===== config.mk =====
export PLATFORM = sky130hd
export DESIGN_NAME = paged_ea_gen
export DESIGN_NICKNAME = d
export VERILOG_FILES = /design/src/rtl/pea_pkg.sv /design/src/rtl/pea_form.sv /design/src/rtl/pea_seq.sv /design/src/rtl/paged_ea_gen.sv
export SDC_FILE = /design/constraint.sdc
export NUM_CORES = 1
export LEC_CHECK = 0
export ABC_AREA = 1
export BUFFER_PORTS_ARGS = -buffer_cell sky130_fd_sc_hd__buf_2
export CORE_MARGIN = 2
export CORE_UTILIZATION = 39
export DETAILED_ROUTE_END_ITERATION = 12
export GPL_ROUTABILITY_DRIVEN = 0
export HOLD_SLACK_MARGIN = 0.03
export SETUP_SLACK_MARGIN = 0.15
export SLEW_MARGIN = 0
export SYNTH_ARGS = -nofsm -noshare
export SYNTH_HDL_FRONTEND = slang
export SYNTH_SLANG_ARGS = --single-unit

===== constraint.sdc =====
create_clock -name clk -period 2.7 [get_ports clk]
set_input_delay 0.405 -clock clk [delete_from_list [all_inputs] [get_ports clk]]
set_output_delay 0.405 -clock clk [all_outputs]
set_load 0.005 [all_outputs]

===== src/rtl/pea_pkg.sv =====
package pea_pkg;
    localparam int AW     = 15;
    localparam int DW     = 16;
    localparam int OFFW   = 9;
    localparam int PAGEW  = AW - OFFW;
    localparam int IND_AW = 14;

    typedef logic [AW-1:0] addr_t;
    typedef logic [DW-1:0] word_t;

    // instruction layout, most significant field first
    typedef struct packed {
        logic [3:0]      op;
        logic            xflag;
        logic            iflag;
        logic            pflag;
        logic [OFFW-1:0] off;
    } mr_instr_t;

    typedef struct packed {
        logic              xflag;
        logic              iflag;
        logic [IND_AW-1:0] adr;
    } ind_word_t;

    typedef enum logic [1:0] {
        ST_IDLE,
        ST_FETCH,
        ST_DONE
    } state_t;

    function automatic logic is_memref(logic [3:0] op);
        return !(op == 4'o00 || op == 4'o13 || op == 4'o17);
    endfunction

    function automatic addr_t page_base(mr_instr_t ins, addr_t pc);
        return ins.pflag ? {pc[AW-1:OFFW], ins.off} : {{PAGEW{1'b0}}, ins.off};
    endfunction

    function automatic addr_t ind_base(ind_word_t w, addr_t pc);
        return {pc[AW-1], w.adr};
    endfunction

    function automatic addr_t add_idx(addr_t base, addr_t idx, logic en);
        return en ? addr_t'(base + idx) : base;
    endfunction
endpackage


===== src/rtl/pea_form.sv =====
module pea_form
    import pea_pkg::*;
(
    input  word_t instr,
    input  addr_t pc,
    input  addr_t idx,
    input  word_t rdata,
    output logic  memref,
    output logic  first_ind,
    output addr_t first_addr,
    output logic  next_ind,
    output addr_t next_addr
);
    mr_instr_t ins;
    ind_word_t pw;

    always_comb begin
        ins        = mr_instr_t'(instr);
        pw         = ind_word_t'(rdata);
        memref     = is_memref(ins.op);
        first_ind  = ins.iflag;
        // page first, then index
        first_addr = add_idx(page_base(ins, pc), idx, ins.xflag);
        next_ind   = pw.iflag;
        next_addr  = add_idx(ind_base(pw, pc), idx, pw.xflag);
    end
endmodule


===== src/rtl/pea_seq.sv =====
module pea_seq
    import pea_pkg::*;
#(
    parameter int MAX_LEVELS = 4
) (
    input  logic  clk,
    input  logic  rst,
    input  logic  start,
    input  logic  memref,
    input  logic  first_ind,
    input  addr_t first_addr,
    input  logic  mem_ack,
    input  logic  next_ind,
    input  addr_t next_addr,
    output logic  mem_req,
    output addr_t mem_addr,
    output addr_t ea,
    output logic  done,
    output logic  bypass,
    output logic  err
);
    localparam int LVW = $clog2(MAX_LEVELS + 1);
    localparam logic [LVW-1:0] LV_LAST = LVW'(MAX_LEVELS - 1);

    state_t         state;
    addr_t          ptr;
    addr_t          ea_q;
    logic           err_q;
    logic           byp_q;
    logic [LVW-1:0] lvl;

    always_ff @(posedge clk) begin
        if (rst) begin
            state <= ST_IDLE;
            ptr   <= '0;
            ea_q  <= '0;
            err_q <= 1'b0;
            byp_q <= 1'b0;
            lvl   <= '0;
        end else begin
            case (state)
                ST_IDLE: begin
                    if (start) begin
                        lvl   <= '0;
                        err_q <= 1'b0;
                        if (!memref) begin
                            byp_q <= 1'b1;
                            ea_q  <= '0;
                            state <= ST_DONE;
                        end else begin
                            byp_q <= 1'b0;
                            if (first_ind) begin
                                ptr   <= first_addr;
                                state <= ST_FETCH;
                            end else begin
                                ea_q  <= first_addr;
                                state <= ST_DONE;
                            end
                        end
                    end
                end
                ST_FETCH: begin
                    if (mem_ack) begin
                        lvl <= lvl + 1'b1;
                        if (!next_ind) begin
                            ea_q  <= next_addr;
                            state <= ST_DONE;
                        end else if (lvl == LV_LAST) begin
                            ea_q  <= next_addr;
                            err_q <= 1'b1;
                            state <= ST_DONE;
                        end else begin
                            ptr <= next_addr;
                        end
                    end
                end
                default: state <= ST_IDLE;
            endcase
        end
    end

    assign done     = (state == ST_DONE);
    assign mem_req  = (state == ST_FETCH);
    assign mem_addr = ptr;
    assign ea       = ea_q;
    assign err      = done & err_q;
    assign bypass   = done & byp_q;
endmodule


===== src/rtl/paged_ea_gen.sv =====
module paged_ea_gen #(
    parameter int MAX_LEVELS = 4
) (
    input  logic        clk,
    input  logic        rst,
    input  logic        start,
    input  logic [15:0] instr,
    input  logic [14:0] pc,
    input  logic [14:0] idx,
    output logic        mem_req,
    output logic [14:0] mem_addr,
    input  logic        mem_ack,
    input  logic [15:0] mem_rdata,
    output logic [14:0] ea,
    output logic        done,
    output logic        bypass,
    output logic        err
);
    import pea_pkg::*;

    logic  memref;
    logic  first_ind;
    addr_t first_addr;
    logic  next_ind;
    addr_t next_addr;

    pea_form u_form (
        .instr      (instr),
        .pc         (pc),
        .idx        (idx),
        .rdata      (mem_rdata),
        .memref     (memref),
        .first_ind  (first_ind),
        .first_addr (first_addr),
        .next_ind   (next_ind),
        .next_addr  (next_addr)
    );

    pea_seq #(.MAX_LEVELS(MAX_LEVELS)) u_seq (
        .clk        (clk),
        .rst        (rst),
        .start      (start),
        .memref     (memref),
        .first_ind  (first_ind),
        .first_addr (first_addr),
        .mem_ack    (mem_ack),
        .next_ind   (next_ind),
        .next_addr  (next_addr),
        .mem_req    (mem_req),
        .mem_addr   (mem_addr),
        .ea         (ea),
        .done       (done),
        .bypass     (bypass),
        .err        (err)
    );
endmodule


Word-level counts from Yosys, hierarchy flattened
Index checks and enable logic that the tools add are counted.
{"block": "totals", "inputBits": 66, "reg_bits": 37, "out_inout_bits": 34}
{"block": "op_classes", "mux": 33, "eq_ne": 14, "n_reduce_logical": 11, "n_addsub": 3, "bitwise_logic": 2}
{"cell": "$mux W15", "count": 15}
{"cell": "$pmux W15 S2", "count": 2}
{"cell": "$add A15 B15 Y15", "count": 2}
{"cell": "$mux W2", "count": 6}
{"cell": "$reduce_and A5 Y1", "count": 2}
{"cell": "$eq A4 B4 Y1 const B", "count": 2}
{"cell": "$ne A2 B2 Y1 const B", "count": 4}
{"cell": "$reduce_and A7 Y1", "count": 1}
{"cell": "$mux W3", "count": 2}
{"cell": "$ne A2 B1 Y1 const B", "count": 3}
{"cell": "$pmux W3 S2", "count": 1}
{"cell": "$reduce_and A3 Y1", "count": 2}
{"cell": "$mux W1", "count": 5}
{"cell": "$logic_not A4 Y1", "count": 1}
{"cell": "$pmux W2 S2", "count": 1}
{"cell": "$add A3 B1 Y3 const B", "count": 1}
{"cell": "$eq A3 B2 Y1 const B", "count": 1}
{"cell": "$ne A3 B2 Y1 const B", "count": 1}
{"cell": "$ne A3 B3 Y1 const B", "count": 1}
{"cell": "$and A1 B1 Y1", "count": 2}
{"cell": "$eq A2 B1 Y1 const B", "count": 1}
{"cell": "$eq A2 B2 Y1 const B", "count": 1}
{"cell": "$logic_not A2 Y1", "count": 1}
{"cell": "$logic_or A1 B1 Y1", "count": 2}
{"cell": "other kinds (3)", "count": 3}

Depth between registers and ports, before layout
Gate-level depths: netlist (run 1).
{"block": "logic_depth", "word_depth": 7, "ltp_mapped": 16}

By module
Synthesis (run 1) repeated with hierarchy kept, for this count alone.
{"block": "unflattened", "cells_unflattened": 801, "hier_area_um2": 4206.5}
{"module": "pea_form", "cells_each": 445, "area_per_inst_um2": 2152.1, "instances": 1}
{"module": "pea_seq", "cells_each": 356, "area_per_inst_um2": 2054.5, "instances": 1}

Worst setup path before layout (run 1)
OpenSTA, ideal clock, no wires.
{"block": "synth_timing", "path_kind": "input to register", "startpoint": "input instr[0]", "endpoint": "register u_seq.ea_q[8], in the netlist u_seq.ea[8]", "n_path_buf": 0, "path_slack_ns": 0.720, "t_arrival_ns": 1.866, "stages": 14, "setup_ns": 0.115, "cell_sequence": "ha_1 fa_1 nand2_1 nand2_1 nand3b_1 nand2_1 nand2_1 nand2_1 nand2_1 nand2_1 o21ai_0 nor2_1 nor2_1 nor2_1"}
{"block": "synth_via", "elab_chain_len": 7}
{"element": "start: declaration", "line_no": "paged_ea_gen.sv:7", "rtl": "input logic [15:0] instr,"}
{"element": "$mux W15", "line_no": "pea_pkg.sv:37", "rtl": "return ins.pflag ? {pc[AW-1:OFFW], ins.off} : {{PAGEW{1'b0}}, ins.off};"}
{"element": "$add A15 B15 Y15", "line_no": "pea_pkg.sv:45", "rtl": "return en ? addr_t'(base + idx) : base;"}
{"element": "$mux W15", "line_no": "pea_pkg.sv:45"}
{"element": "$mux W15", "line_no": "pea_seq.sv:52", "rtl": "if (first_ind) begin"}
{"element": "$mux W15", "line_no": "pea_seq.sv:46", "rtl": "if (!memref) begin"}
{"element": "$mux W15", "line_no": "pea_seq.sv:43", "rtl": "if (start) begin"}
{"element": "$pmux W15 S2", "line_no": "pea_seq.sv:41", "rtl": "case (state)"}
{"element": "end signal: assignment", "line_no": "pea_seq.sv:56", "rtl": "ea_q <= first_addr;"}
{"element": "end signal: assignment", "line_no": "pea_seq.sv:66", "rtl": "ea_q <= next_addr;"}
{"element": "end signal: assignment", "line_no": "pea_seq.sv:69", "rtl": "ea_q <= next_addr;"}
{"element": "end: declaration", "line_no": "pea_seq.sv:27", "rtl": "addr_t ea_q;"}
No other way between the ends. The select of a mux whose other input is x is not followed.
A chain may end at the register's enable or synchronous reset.

Worst setup path after layout (run 1)
{"block": "layout_timing", "startpoint": "input idx[0]", "endpoint": "register u_seq.ptr[8], in the netlist u_seq.mem_addr[8]"}
{"block": "layout_via", "elab_chain_len": 6, "word_cells_on_any_way": 11}
{"element": "start: declaration", "line_no": "paged_ea_gen.sv:9", "rtl": "input logic [14:0] idx,"}
{"element": "$add A15 B15 Y15", "line_no": "pea_pkg.sv:45"}
{"element": "$mux W15", "line_no": "pea_pkg.sv:45"}
{"element": "$mux W15, on equally long branches", "line_no": "pea_seq.sv:68, pea_seq.sv:52"}
{"element": "$mux W15, on equally long branches", "line_no": "pea_seq.sv:65, pea_seq.sv:46"}
{"element": "$mux W15, on equally long branches", "line_no": "pea_seq.sv:63, pea_seq.sv:43"}
{"element": "$pmux W15 S2 *", "line_no": "pea_seq.sv:41"}
{"element": "end signal: assignment", "line_no": "pea_seq.sv:53", "rtl": "ptr <= first_addr;"}
{"element": "end signal: assignment", "line_no": "pea_seq.sv:73", "rtl": "ptr <= next_addr;"}
{"element": "end: declaration", "line_no": "pea_seq.sv:26", "rtl": "addr_t ptr;"}
Mark *: on every way between the ends. The rest lies on a longest branch, timed or not. The select of a mux whose other input is x is not followed.

==> summary.md, run 1 <==
| Metric | Value |
|---|---|
| Cell variety after synth | `37` |
| Via count | `4220` |
| Clock root cell | `clkbuf_8` |
| H-Tree Depth | `2` |
| Mapped Cells | `653` |
| Placed Cells | `861` |
| Clk pwr share | `0.211` |
| Status | `finished clean` |
| Unrepaired setup endpoints after global routing | `false` |
| Io pins | `100` |
| First-pass GRT wire length | `18.44 mm` |
| Routed WL | `11.77 mm` |
| Initial Util | `0.4038` |
| Worst-path clk slew | `70 ps` |
| Fin Setup TNS | `0 ps` |
| Combinational Power Share | `0.443` |
| Clk Latency, worst-skew pair | `290 ps` |
| Total iterations of the first detailed-routing run | `5` |
| Power Total | `1.872 mW` |
| Clk sink count | `37` |
| Die Ht | `101.8 um` |
| Leakage | `2.529 nW` |
| Slew HR | `0.5129` |
| Post-synth ARST share | `0` |
| Synth Area in Adders | `0.1113` |
| Critical Path Source Type | `input port` |
| Main combinational cell family by area after synthesis | `simple AND/OR/NAND/NOR gates` |
| Crit Path Max Fanout | `4` |
| DP Wirelength | `9.623 mm` |
| Synth Flop Type | `dfxtp_1` |
| CTS buffer count | `5` |
| Hold Buf Count CTS | `0` |
| Resized Gates After CTS | `0` |
| Hold Path Class | `input port to register` |
| Setup CP Type | `input port to register` |
| Clock tree buffer depth | `2` |
| Switching part of the total power | `0.3993` |
| Vias in the first global route | `3766` |
| Post-synthesis sequential area ratio | `0.1985` |
| Post-CTS Setup Inserts | `0` |
| P_int | `1.125 mW` |
| Std-Cell Rows | `35` |
| Clock Skews | `7.225 ps` |
| Fin. max-slew vios | `0` |
| Drt drc | `0` |
| DRT iter0 DRCs | `179` |
| Yosys reg bits | `37` |
| EDFF count, synth | `0` |
| Largest net degree at the start of global routing | `26` |
| WHS | `437.9 ps` |
| Share of layout cells above drive strength 1 | `0.1570` |
| Power per cell area | `428.1 nW/um^2` |
| Final period util | `0.8217` |
| Initial antenna violation count | `0` |
| Min cycle time layout | `2219 ps` |
| Layout area overhead | `17.24%` |
| Die width | `101.8 um` |
| Most frequent cells in the layout | `nand2_1, nor2_1, buf_2` |
| Wirelength per Cell | `13.56 um` |
| CP Data Required Time | `2890 ps` |
| Most common cell after layout, fill and taps aside | `nand2_1` |
| Total gr overflow | `0` |
| Antenna viol nets, final | `0` |
| Synthesized area per cell | `5.714 um^2` |
| Ys Warns | `0` |
| Setup Viol. Count Final | `0` |
| Diode count | `0` |
| CP arrival | `2410 ps` |
| CORE AREA | `9240 um^2` |
| Max_cap viols | `0` |
| CTS tree | `yes` |
| Final Hold Viols | `0` |
| Final layout net count | `837` |
| Die Footprint | `10370 um^2` |
| Global Route Usage Sum | `0.2274` |
| Post-synthesis compound-gate area fraction | `0.1278` |
| Post-Synth XOR/XNOR Area | `0.02347` |
| P_sw | `0.7477 mW` |
| Vias per std cell | `4.862` |
| Cell Area, Synth | `3731 um^2` |
| Sequential share of power | `0.346` |
| Setup crit end kind | `register` |
| Area share of and/or/nand/nor cells after synthesis | `0.4192` |
| VDD IR max | `0.2199 mV` |
| Fin cells | `868` |
| Slew @ Worst Pin | `729.8 ps` |
| Peak Freq | `0.4508 GHz` |
| IO buf count | `90` |
| Net Count, Synth | `751` |
| Multiplexer share of the synthesized area | `0` |
[cell usage after synthesis, drive strengths merged, types with 2 or more instances]
master | number | area (um^2)
and2 | 3 | 18.77
nand3 | 58 | 295.3
a31oi | 3 | 18.77
xnor2 | 4 | 35.03
nand4 | 9 | 56.30
xor2 | 6 | 52.55
nand2 | 174 | 670.7
dfxtp | 37 | 740.7
o21ai | 48 | 244.0
a21oi | 30 | 161.4
inv | 91 | 341.6
nor3 | 2 | 10.01
clkbuf | 9 | 33.78
buf | 8 | 66.31
o211ai | 4 | 30.03
and3 | 2 | 12.51
ha | 30 | 375.4
fa | 2 | 40.04
nor2 | 127 | 486.7
[critical path: stages]
cell      delay (ps)
buf_2            130
ha_1             220
fa_1             390
nand2_1          110
nand2_1           60
nand3b_1          80
nand2_1          110
nand2_1           80
nand2_1           60
nand2_1           60
nand2_1           40
o21ai_0          410
nand3_1          130
nand2_1           90
inv_1             30
[routing by layer]
| layer | global-route usage | up-vias | routed length [um] |
|---|---|---|---|
| met3 | 0.03557 | 11 | 698 |
| met1 | 0.3175 | 1839 | 5603 |
| met4 | 0.05128 | 0 | 205 |
| met5 | 0 | - | 0 |
| met2 | 0.3710 | 124 | 5266 |
| li1 | - | 2246 | - |
[cell families (layout without fill, tap and decap cells)]
family / count (synthesis) / after routing
compound gates: 88 / 88
xor+xnor: 10 / 10
fa+ha+maj: 32 / 32
buf+inv: 109 / 195
flops: 37 / 37
simple gates: 377 / 377
[power by group through the flow]
stage	clock network (mW)	registers (mW)	logic, mW
2_1_floorplan	0	0.659	0.560
3_3_place_gp	0	0.658	0.817
3_5_place_dp	0	0.660	0.822
4_1_cts	0.409	0.648	0.827
5_1_grt	0.429	0.655	0.942
6_report	0.394	0.648	0.830
[layout make-up]
| class | instances | area [um^2] |
|---|---|---|
| tap | 129 | 161.4 |
| multi-input combinational | 507 | 2544 |
| inverter | 92 | 346.6 |
| clock buffer | 7 | 86.33 |
| fill | 1008 | 4866 |
| timing repair buffer | 96 | 495.5 |
| sequential | 37 | 740.7 |
[registers in the layout (all words and copies together), names as in the netlist]
name,flops
u_seq.state,2
u_seq.byp_q,1
u_seq.err_q,1
u_seq.mem_addr,15
u_seq.lvl,3
u_seq.ea,15
[metrics by stage]
step	area (um^2)	util	worst slack (ps)
after floorplan	3731	-	719.6
after global placement	4288	0.4640	244.9
after detailed placement	4288	0.4640	214.7
after CTS	4374	0.4734	516.9
after global routing	4374	0.4734	306.8
final	4374	0.4734	481.5
[final timing paths]
path / start / to / slack [ps] / cells after the start
min reg2reg: u_seq.err_q / u_seq.err_q / 470 / 2
max: idx[0] / u_seq.mem_addr[8] / 480 / 15
max reg2reg: u_seq.lvl[0] / u_seq.ea[14] / 730 / 12
min: instr[10] / u_seq.state[0] / 440 / 3
Note: power is estimated with default switching activity, not from simulation.
==> inputs of run 2 (changes only) <==
clock period = 2.2 ns   (was 2.7 ns; I/O delays follow)
==> run 2 against run 1 <==
- hold slack got worse by 87 ps
- highest routed layer unchanged
- sequential power increased by 23%
- non-clock buffer count increased by 22
- critical path depth increased by 1
- clock skew increased by 1.6 ps
- sequential share of layout area decreased by 0.86 points
- global-route usage increased by 0.83 points
- largest cell class unchanged
==> summary.md, run 2 (synthesis gave the netlist of run 1 again) <==
| Metric | Value |
|---|---|
| Die width | `101.8 um` |
| Total gr overflow | `0` |
| Drt drc | `0` |
| Clock tree buffer depth | `2` |
| DP Wirelength | `9.953 mm` |
| Fin. max-slew vios | `0` |
| CORE AREA | `9240 um^2` |
| Seq. cell area | `740.7 um^2` |
| Io pins | `100` |
| CP arrival | `2100 ps` |
| WHS | `351.0 ps` |
| Status | `finished clean` |
| Global Route Usage Sum | `0.2357` |
| Via count | `4421` |
| Initial Util | `0.4038` |
| Clock Skews | `8.837 ps` |
| Largest net degree at the start of global routing | `23` |
| Setup crit end kind | `register` |
| CTS buffer count | `5` |
| Wirelength per Cell | `13.65 um` |
| Antenna viol nets, final | `0` |
| Std-Cell Rows | `35` |
| Placed Cells | `883` |
| Worst-path clk slew | `70 ps` |
| DRT iter0 DRCs | `181` |
| Slew @ Worst Pin | `548.0 ps` |
| Power per cell area | `544.4 nW/um^2` |
| Fill count | `1008` |
| Max_cap viols | `0` |
| Min cycle time layout | `1910 ps` |
| Die Footprint | `10370 um^2` |
| Design area | `4607 um^2` |
| Final Hold Viols | `0` |
| H-Tree Depth | `2` |
| Most frequent cells in the layout | `nand2_1, nor2_1, buf_2` |
| VDD IR max | `0.3775 mV` |
| Area after DPL | `4453 um^2` |
| IO buf count | `90` |
| Vias in the first global route | `3977` |
| Peak Freq | `0.5235 GHz` |
| Routed WL | `12.18 mm` |
| Unrepaired setup endpoints after global routing | `false` |
| Final layout net count | `860` |
| Hold Path Class | `input port to register` |
| Setup slack, reg-to-reg | `310 ps` |
| Vias per std cell | `4.956` |
| Post-CTS Setup Inserts | `0` |
| Die Ht | `101.8 um` |
| CTS tree | `yes` |
| Share of layout cells above drive strength 1 | `0.1940` |
| Critical Path Source Type | `input port` |
| Setup Viol. Count Final | `0` |
| First-pass GRT wire length | `19.15 mm` |
| Leakage | `2.651 nW` |
| Crit Path Max Fanout | `3` |
| Area of the multi-input gates | `2566 um^2` |
| Layout area overhead | `23.47%` |
| Most common cell after layout, fill and taps aside | `nand2_1` |
| Clock root cell | `clkbuf_8` |
| Final period util | `0.8683` |
| Total iterations of the first detailed-routing run | `5` |
| Clk sink count | `37` |
| Power Total | `2.508 mW` |
| Initial antenna violation count | `0` |
| Clk Latency, worst-skew pair | `300 ps` |
| Slew HR | `0.6343` |
| Diode count | `0` |
| Fin cells | `892` |
| CP Data Required Time | `2390 ps` |
| Setup CP Type | `input port to register` |
[run 2: cell count changes in the layout (fill, tap and decap cells not counted), moves of 2 or more]
cell        previous run  this run
clkinvlp_4             0         3
ha_1                  30        28
nand3_1               57        55
ha_2                   0         2
buf_4                  6        28
nand3_2                1         3
[run 2: layer usage]
layer | global-route usage | wire length, um
met2 | 0.3877 | 5426
met5 | 0 | 0
met1 | 0.3239 | 5826
met4 | 0.06051 | 280
met3 | 0.03625 | 643
[run 2: worst paths after layout]
check,startpoint,to,cells past startpoint
min,start,u_seq.state[0],3
min reg2reg,u_seq.err_q,u_seq.err_q,2
max reg2reg,u_seq.lvl[0],u_seq.ea[9],11
max,idx[0],u_seq.ea[8],16
[run 2: final cells by class]
cell class / instances / share of cell area
timing repair inverter: 1 / 0.001630
multi-input combinational: 507 / 0.5570
timing repair buffer: 118 / 0.1434
tap: 129 / 0.03504
clock buffer: 6 / 0.01793
sequential: 37 / 0.1608
inverter: 92 / 0.07605
clock inverter: 2 / 0.008148
[run 2: through the flow]
stage	utilization	setup TNS, ps	setup slack, ps
after floorplan	-	0	294.6
after global placement	0.4819	-48.81	-20.19
after detailed placement	0.4819	-118.3	-29.41
after CTS	0.4953	0	210.5
after global routing	0.4986	0	126.3
final	0.4986	0	289.8
[run 2: worst max-delay path, stage by stage]
cell and delay, ps:
buf_2 120, ha_1 210, fa_1 370, nand2_1 90
nand2_1 60, nand3b_1 110, nand2_2 90, nand2_1 70
nand2_1 70, nand2_1 60, nand2_1 40, o21ai_0 150
buf_4 150, nor2_1 40, nor2_1 90, nor2_1 40
[run 2: timing repair]
item / CTS / global route
gates resized for setup: 1 / 8
hold buffers: 0 / 0
endpoints found under the setup margin: 4 / 19
gates cloned: 0 / 1
[run 2: power by group]
| part | total (mW) | leakage [nW] | internal, mW | switching [mW] |
|---|---|---|---|---|
| sequential | 0.795 | 0.304 | 0.749 | 0.0460 |
| combinational | 1.09 | 2.29 | 0.432 | 0.655 |
| clock | 0.626 | 0.0574 | 0.369 | 0.258 |
| total | 2.51 | 2.65 | 1.55 | 0.959 |
==> inputs of run 3 (changes only) <==
ABC_AREA = unset   (was 1)
SLEW_MARGIN = unset   (was 0)
==> run 3 against run 2 <==
- the flow now finishes with violations (negative setup slack)
- die area decreased by 3.9%
- synthesized cell count decreased by 28%
- critical path depth decreased by 6
- sequential share of layout area decreased by 2.8 points
- global-route usage increased by 1.3 points
- setup slack worse by 400 ps
- area after synthesis is 4.0% lower
- cell count is 15% lower
- flip-flop and latch count unchanged
- clock power about the same
- first-iteration DRC count decreased by 19%
- power is 9.6% higher
==> summary.md, run 3 <==
| Metric | Value |
|---|---|
| WHS | `354.9 ps` |
| Slew HR | `0.6992` |
| Worst R2R Start | `u_seq.lvl[0]` |
| Clock Skews | `3.212 ps` |
| Post-synth ARST share | `0` |
| Setup Viol. Count Final | `5` |
| Hold EP | `u_seq.err_q` |
| Via count | `4272` |
| Io pins | `100` |
| Final setup margin | `-113.3 ps` |
| DP Wirelength | `9.323 mm` |
| CTS buffer count | `5` |
| Initial Util | `0.4066` |
| Clock tree buffer depth | `2` |
| Slew @ Worst Pin | `451.2 ps` |
| Power Total | `2.748 mW` |
| EDFF count, synth | `0` |
| Yosys reg bits | `37` |
| Antenna viol nets, final | `0` |
| Placed Cells | `733` |
| R2R Path End | `u_seq.mem_addr[6]` |
| Ys Warns | `0` |
| Hold Buf Count CTS | `0` |
| Reg2Reg Depth | `7` |
| Die Ht | `99.82 um` |
| CP arrival | `2530 ps` |
| Fin. max-slew vios | `0` |
| Routed WL | `12.54 mm` |
| Status | `finished, violations left` |
| Final Util | `0.6340` |
| Vias per std cell | `5.666` |
| Vias in the first global route | `4338` |
| Worst-path clk slew | `80 ps` |
| VDD IR max | `0.3137 mV` |
| Max_cap viols | `0` |
| Area leader, netlist | `dfxtp_1` |
| Layout area overhead | `55.90%` |
| Critical Path Source Type | `input port` |
| Top cell type's share of synthesized area | `0.2068` |
| Most common cell after layout, fill and taps aside | `buf_4` |
| Global Route Usage Sum | `0.2490` |
| Wirelength per Cell | `16.63 um` |
| First-pass GRT wire length | `20.12 mm` |
| CTS tree | `yes` |
| Diode count | `0` |
| Cell Area, Synth | `3581 um^2` |
| DRT iter0 DRCs | `147` |
| Post-synthesis sequential area ratio | `0.2068` |
| Die width | `99.82 um` |
| CORE AREA | `8806 um^2` |
| Std-Cell Rows | `34` |
| Power per cell area | `492.2 nW/um^2` |
| Min cycle time layout | `2313 ps` |
| Top cells by area, synth | `dfxtp_1, ha_1, nor2_1` |
| Synthesized area per cell | `7.668 um^2` |
| Area of the multi-input gates | `3228 um^2` |
| Largest net degree at the start of global routing | `30` |
| Mapped Cells | `467` |
| Design area | `5583 um^2` |
| Clk Latency, worst-skew pair | `290 ps` |
| Share of layout cells above drive strength 1 | `0.4706` |
| Hold Path Class | `input port to register` |
| Peak Freq | `0.4323 GHz` |
| Setup slack, reg-to-reg | `280 ps` |
| CP Data Required Time | `2410 ps` |
| Seq. cell area | `740.7 um^2` |
| List of most frequent post-synthesis cells | `nor2_1, dfxtp_1, nand2_1` |
| Area after DPL | `4892 um^2` |
| Place WS | `-510.4 ps` |
| Total iterations of the first detailed-routing run | `4` |
| Final period util | `1.051` |
| IO buf count | `90` |
| Clock root cell | `clkbuf_8` |
| Final layout net count | `743` |
| Net Count, Synth | `565` |
| Fin cells | `754` |
| Synth Flop Type | `dfxtp_1` |
| Violated checks | `negative setup slack` |
| Leakage | `2.434 nW` |
| H-Tree Depth | `2` |
| Initial antenna violation count | `0` |
| Fill count | `796` |
| Drt drc | `0` |
| Total gr overflow | `0` |
| Clk sink count | `37` |
| Unrepaired setup endpoints after global routing | `true` |
| Count leader, synth | `nor2_1` |
| Setup crit end kind | `register` |
| Fin Setup TNS | `-258.2 ps` |
| Setup CP Type | `input port to register` |
| Crit Path Max Fanout | `2` |
| Cell variety after synth | `70` |
| Die Footprint | `9964 um^2` |
| Hold depth | `4` |
| Most frequent cells in the layout | `buf_4, buf_2, nor2_1` |
| Worst hold start | `start` |
| Final Hold Viols | `0` |
[run 3: cell families after synthesis]
logic type | after synthesis | share of synthesized area
and+or+nand+nor | 176 | 0.2400
AOI/OAI and AO/OA | 156 | 0.3099
buffers and inverters | 41 | 0.05800
DFF | 37 | 0.2068
adders and majority gates | 32 | 0.1160
muxes | 15 | 0.04473
xor gates and xnor gates | 10 | 0.02446
[run 3: worst max path at each step]
stage	start	to	slack (ps)	depth (start not counted)
2_1_floorplan	instr[0]	u_seq.ea[12]	-230	9
3_3_place_gp	instr[0]	u_seq.ea[12]	-460	10
6_report	instr[0]	u_seq.ea[12]	-110	10
5_1_grt	idx[0]	u_seq.ea[12]	-180	10
3_5_place_dp	instr[0]	u_seq.ea[12]	-510	10
4_1_cts	instr[0]	u_seq.ea[12]	-120	10
[run 3: final cells by class]
cell class                 instances  area share
clock buffer                       6     0.01479
clock inverter                     2    0.006723
inverter                          17     0.01143
multi-input combinational        389      0.5782
sequential                        37      0.1327
tap                              108     0.02420
timing repair buffer             195      0.2320
[run 3: critical path, cell delays in order]
cell      delay, ps
buf_8           100
ha_4            150
fa_2            370
a211oi_4        270
o21ai_2         100
a211oi_2        360
o21bai_2        100
mux2i_1         130
or4_1           420
a311oi_2        200
[run 3: timing repair]
item | 4_1_cts | 5_1_grt
pin swaps | 33 | 40
endpoints found under the hold margin | 0 | 0
buffers inserted | 10 | 3
setup endpoints to repair | 18 | 22
resized for setup | 45 | 46
[run 3: power by group]
group	internal, mW	switching, mW
Sequential	0.734	0.0384
Combinational	0.668	0.682
Clock	0.369	0.257
Total	1.77	0.977
[run 3: layer usage]
metal	wire [um]	vias up	track usage
li1	-	2120	-
met1	5140	2025	0.2813
met2	6704	109	0.4808
met3	479	18	0.03412
met4	212	0	0.07587
met5	0	-	0
